<file path="src/rtl/ctd_pkg.sv">
package ctd_pkg;

    // Default split of the fine-tuning codeword.
    localparam int unsigned DEF_INT_W  = 10;
    localparam int unsigned DEF_FRAC_W = 4;

    // Stepping mode of the modulator for one cycle.
    typedef enum logic {
        SD_HOLD = 1'b0,
        SD_STEP = 1'b1
    } sd_mode_e;

endpackage

</file>
<file path="src/rtl/ctd_sd_mod.sv">
module ctd_sd_mod
    import ctd_pkg::*;
#(
    parameter int unsigned FRAC_W = DEF_FRAC_W
) (
    input  logic              clk,
    input  logic              rst_n,
    input  sd_mode_e          mode,
    input  logic [FRAC_W-1:0] frac,
    output logic              carry
);

    localparam int unsigned SUM_W = FRAC_W + 1;

    typedef struct packed {
        logic [FRAC_W-1:0] acc;
    } sd_state_t;

    sd_state_t         st_d;
    sd_state_t         st_q;
    logic [SUM_W-1:0]  sum;

    // Next-state: accumulate the fraction; the carry out is the dither pulse.
    always_comb begin
        st_d  = st_q;
        sum   = {1'b0, st_q.acc} + {1'b0, frac};
        carry = (mode == SD_STEP) ? sum[FRAC_W] : 1'b0;
        if (mode == SD_STEP) begin
            st_d.acc = sum[FRAC_W-1:0];
        end
    end

    always_ff @(posedge clk or negedge rst_n) begin
        if (!rst_n) begin
            st_q <= '0;
        end else begin
            st_q <= st_d;
        end
    end

endmodule

</file>
<file path="src/rtl/ctd_array_dec.sv">
module ctd_array_dec #(
    parameter int unsigned INT_W = 10
) (
    input  logic [INT_W-1:0]         int_val,
    input  logic                     dith,
    input  logic                     en,
    output logic [(1 << INT_W)-1:0]  vec
);

    localparam int unsigned N_ELEM = 1 << INT_W;

    // One comparator pair per element: static thermometer bit and dither slot.
    for (genvar k = 0; k < N_ELEM; k++) begin : g_elem
        logic therm_bit;
        logic dith_bit;
        assign therm_bit = (int_val > INT_W'(k));
        assign dith_bit  = dith && (int_val == INT_W'(k));
        assign vec[k]    = en && (therm_bit || dith_bit);
    end

endmodule

</file>
<file path="src/rtl/cap_trim_dither.sv">
module cap_trim_dither
    import ctd_pkg::*;
#(
    parameter int unsigned INT_W  = DEF_INT_W,
    parameter int unsigned FRAC_W = DEF_FRAC_W
) (
    input  logic                          clk,
    input  logic                          rst_n,
    input  logic                          en,
    input  logic                          load,
    input  logic [INT_W+FRAC_W-1:0]       code_in,
    output logic [(1 << INT_W)-1:0]       elem_on
);

    localparam int unsigned CODE_W = INT_W + FRAC_W;
    localparam int unsigned N_ELEM = 1 << INT_W;
    localparam logic [INT_W-1:0] INT_MAX = '1;

    typedef struct packed {
        logic [CODE_W-1:0] code;
        logic [N_ELEM-1:0] vec;
    } top_state_t;

    top_state_t        st_d;
    top_state_t        st_q;
    logic [INT_W-1:0]  int_d;
    logic [FRAC_W-1:0] frac_d;
    logic              sd_carry;
    logic              dith_d;
    sd_mode_e          sd_mode;
    logic [N_ELEM-1:0] vec_d;
    logic [CODE_W-1:0] code_q;

    // Next-state: pick the codeword in force for this edge and decide the dither.
    always_comb begin
        st_d      = st_q;
        st_d.code = load ? code_in : st_q.code;
        int_d     = st_d.code[CODE_W-1:FRAC_W];
        frac_d    = st_d.code[FRAC_W-1:0];
        sd_mode   = en ? SD_STEP : SD_HOLD;
        dith_d    = sd_carry && (int_d != INT_MAX);
        st_d.vec  = vec_d;
    end

    ctd_sd_mod #(
        .FRAC_W (FRAC_W)
    ) u_sd (
        .clk   (clk),
        .rst_n (rst_n),
        .mode  (sd_mode),
        .frac  (frac_d),
        .carry (sd_carry)
    );

    ctd_array_dec #(
        .INT_W (INT_W)
    ) u_dec (
        .int_val (int_d),
        .dith    (dith_d),
        .en      (en),
        .vec     (vec_d)
    );

    always_ff @(posedge clk or negedge rst_n) begin
        if (!rst_n) begin
            st_q <= '0;
        end else begin
            st_q <= st_d;
        end
    end

    assign elem_on = st_q.vec;
    assign code_q  = st_q.code;

endmodule

</file>
<file path="config.mk">
export PLATFORM = sky130hd
export DESIGN_NAME = cap_trim_dither
export DESIGN_NICKNAME = d
export VERILOG_FILES = /design/src/rtl/ctd_pkg.sv /design/src/rtl/ctd_sd_mod.sv /design/src/rtl/ctd_array_dec.sv /design/src/rtl/cap_trim_dither.sv
export SDC_FILE = /design/constraint.sdc
export NUM_CORES = 2
export LEC_CHECK = 0
export BUFFER_PORTS_ARGS = -buffer_cell sky130_fd_sc_hd__buf_2
export CORE_AREA = 2 2 405 407
export CTS_CLUSTER_DIAMETER = 40
export DETAILED_ROUTE_END_ITERATION = 8
export DIE_AREA = 0 0 407 409
export HOLD_SLACK_MARGIN = 0.15
export MAX_ROUTING_LAYER = met4
export SYNTH_ARGS = -nofsm -noshare
export SYNTH_HDL_FRONTEND = slang
export SYNTH_HIERARCHICAL = 1
export SYNTH_SLANG_ARGS = --single-unit
</file>
<file path="constraint.sdc">
create_clock -name clk -period 3.6 [get_ports clk]
set_input_delay 0.72 -clock clk [delete_from_list [all_inputs] [get_ports clk]]
set_output_delay 0.72 -clock clk [all_outputs]
set_load 0.01 [all_outputs]
</file>
==> flow_metrics.env <==
export IMPL_clkLatencyLatePin_ns=0.84
export IMPL_seq_area_sq_um=26080
export IMPL_critPathMaxFanout=8
export IMPL_pre_cts_ws_ns=-0.9152
export IMPL_drc=0
export IMPL_num_rows=148
export IMPL_slew_viol_final=8
export IMPL_grt_usage_pct=55.27
export IMPL_grt_pass1_vias=55590
export IMPL_dpl_hpwl_um=366000
export IMPL_yosys_area_share_xor_xnor_pct=0.01891
export IMPL_cts_buffers=161
export IMPL_cts_buffer_depth=3
export IMPL_start_util_pct=28.58
export IMPL_synthMuxAreaShare_pct=0.3621
export IMPL_ir_drop_mv=0.5489
export IMPL_endpoint_kind="flop"
export IMPL_wl_per_cell_um=49.26
export IMPL_routabilityCongestion=1.134
export IMPL_route_met2_wl_um=182900
export IMPL_dieArea_sq_um=166500
export IMPL_instances_no_fill=9320
export IMPL_p_leak_nw=35.95
export IMPL_hold_viol_final=0
export IMPL_dieHeight_um=409
export IMPL_drtPass1Iterations=6
export IMPL_cts_root_buffer="clkbuf_16"
export IMPL_worstMarginPinSlew_ns=1.657
export IMPL_finalSetupViolations=7
export IMPL_synth_compound_area_share_pct=23.94
export IMPL_synth_main_ff_cell="dfrtp_1"
export IMPL_fin_crit_sh_pct=102.5
export IMPL_final_core_util_pct=45.92
export IMPL_cts_htree_levels=4
export IMPL_grt_max_degree=191
export IMPL_max_freq_ghz=0.2710
export IMPL_dr_wl_met3_um=59900
export IMPL_synth_most_common_cell="dfrtp_1"
export IMPL_num_vias=58590
export IMPL_synth_top_family_by_area="compound AO/OA/AOI/OAI gates"
export IMPL_synth_top_cells_by_area="dfrtp_1, a21oi_1, o21ai_0"
export IMPL_fin_crit_ns=3.690
export IMPL_violations="max-capacitance violations, max-slew violations, negative setup slack"
export IMPL_rsz0062_at_grt="true"
export IMPL_ys_ff_latch=1042
export IMPL_synth_commonest_cells="dfrtp_1, a21oi_1, nor2_1"
export IMPL_ys_async_sr_fraction_pct=100.0
export IMPL_dpl_cell_area_sq_um=68580
export IMPL_routed_via_density=6.286
export IMPL_cp_arrival_ns=4.45
export IMPL_dpl_cell_count=8944
export IMPL_yosysWarnings=6
export IMPL_fp_dieW_um=407
export IMPL_yosys_area_share_simple_pct=13.69
export IMPL_wl_met1_um=177600
export IMPL_fin_area_sq_um=74410
export IMPL_routed_wl_um=459100
export IMPL_status="finished, violations left"
export IMPL_required_ns=4.36
export IMPL_synthAdderAreaFrac_pct=0.1513
export IMPL_power_total_mw=40.99
export IMPL_top_layer="met4"
export IMPL_grt_pass1_wl_um=578100
export IMPL_synth_top_area_share_pct=56.31
export IMPL_drv_cap=2
export IMPL_nFillCells=15680
export IMPL_holdWs_ns=0.1795
export IMPL_syn_area_per_cell_sq_um=10.43
export IMPL_cp_start_kind="flop"
export IMPL_cts_sinks=1042
export IMPL_core_area_sq_um=162000
export IMPL_fin_skew_ns=0.03572
export IMPL_synth_fp_nets=4462
export IMPL_seq_area_frac_synth_pct=56.31
export IMPL_setup_ws_ns=-0.08997
export IMPL_path_class="reg -> reg"
export IMPL_antenna_left=0
export IMPL_grt_overflow=0
export IMPL_min_delay_path_class="in -> reg"
export IMPL_drive_above_1_share_pct=48.07
export IMPL_ios=1042
export IMPL_synth_cell_types=102
export IMPL_syn2layout_area_growth_pct=60.69
export IMPL_synth_top_area_cell="dfrtp_1"
export IMPL_synth_edff_count=0
export IMPL_power_density_nw_per_um2=550.8
export IMPL_syn_cell_area_sq_um=46310
export IMPL_tns_ns=-0.3053
export IMPL_clkTransAtPathRegs_ns=0.06
export IMPL_cts_tree="built"
export IMPL_syn_inst=4439
export IMPL_first_iter_violations=10630
export IMPL_maxSlewHeadroom_pct=-11.63
export IMPL_antenna_found_initial=84
export IMPL_portBuffers=1041
export IMPL_multi_input_comb_area_sq_um=18060
export IMPL_nets=6958
-- what timing repair did --
action	4_1_cts	5_1_grt
hold buffers	2	0
setup endpoints to repair	26	42
resized for setup	12	24
setup buffers	1	0
pin swaps	1	0
hold endpoints to repair	49	0
-- cells by family after synthesis --
logic type	Yosys count
and+or+nand+nor	1227
DFF	1042
xor gates and xnor gates	1
adders and majority gates	5
muxes	15
AOI/OAI and AO/OA	1587
buffers and inverters	562
-- power by group --
group	internal, mW	total, mW	leakage [nW]	switching, mW
sequential	12.6	13.2	13.4	0.552
clock	9.22	15.8	2.67	6.55
combinational	3.98	12.0	19.9	8.04
-- cell usage in the layout, fill, tap and decap left out, types with 15 or more instances in the layout --
cell type / n
inv_6: 19
clkinv_8: 19
a221oi_1: 69
o211a_1: 58
a31oi_1: 88
o221a_2: 97
o21a_1: 73
a21oi_1: 377
nor3_1: 119
clkbuf_1: 19
buf_4: 1617
o21ai_0: 322
buf_12: 219
o311a_1: 142
buf_2: 1039
clkbuf_16: 162
nand2_1: 309
a311oi_1: 65
nand3_1: 158
a211oi_1: 118
diode_2: 83
inv_8: 23
o21ai_1: 27
nor2_1: 343
and3_1: 40
and4b_1: 16
o22ai_1: 18
clkbuf_8: 15
o31ai_1: 27
dfrtp_1: 1042
-- per-layer routing --
metal	global-route usage (%)	up-vias
li1	-	21610
met1	68.56	29950
met2	72.67	5542
met3	22.01	1489
met4	37.78	0
met5	-	-
-- worst max-delay path: stages (launching register included) --
cell	delay [ns]
dfrtp_1	0.37
mux2_2	0.27
ha_1	0.30
a21o_1	0.12
a21oi_1	0.07
nor2b_1	0.15
inv_2	0.08
a31oi_4	0.44
buf_12	0.21
and3b_2	0.27
nand2_1	0.17
buf_4	0.21
buf_4	0.15
nor2_1	0.05
nor3_1	0.50
buf_4	0.23
-- flip-flops by register name (all words and copies together) (netlist names) --
| name | cells |
|---|---|
| u_sd/st_q | 4 |
| elem_on | 1024 |
| code_q | 14 |
-- layout make-up --
type / instances / area share, %
clock inverter: 94 / 1.525
timing repair buffer: 2884 / 29.34
antenna: 83 / 0.2791
inverter: 11 / 0.06558
multi-input combinational: 2835 / 24.27
clock buffer: 196 / 5.821
tap: 2175 / 3.657
sequential: 1042 / 35.04
-- final timing paths --
check	startpoint	end	slack, ns	depth (start not counted)
min in group asynchronous	rst_n	elem_on[867]	0.56	2
setup reg to reg	code_q[2]	elem_on[809]	-0.09	15
setup / recovery	code_q[2]	elem_on[809]	-0.09	15
hold reg to reg	u_sd/st_q[0]	u_sd/st_q[0]	0.52	1
hold / removal	code_in[3]	code_q[3]	0.18	2
max in group asynchronous	rst_n	elem_on[855]	1.72	4
No activity file was read; power rests on OpenSTA's default activity.
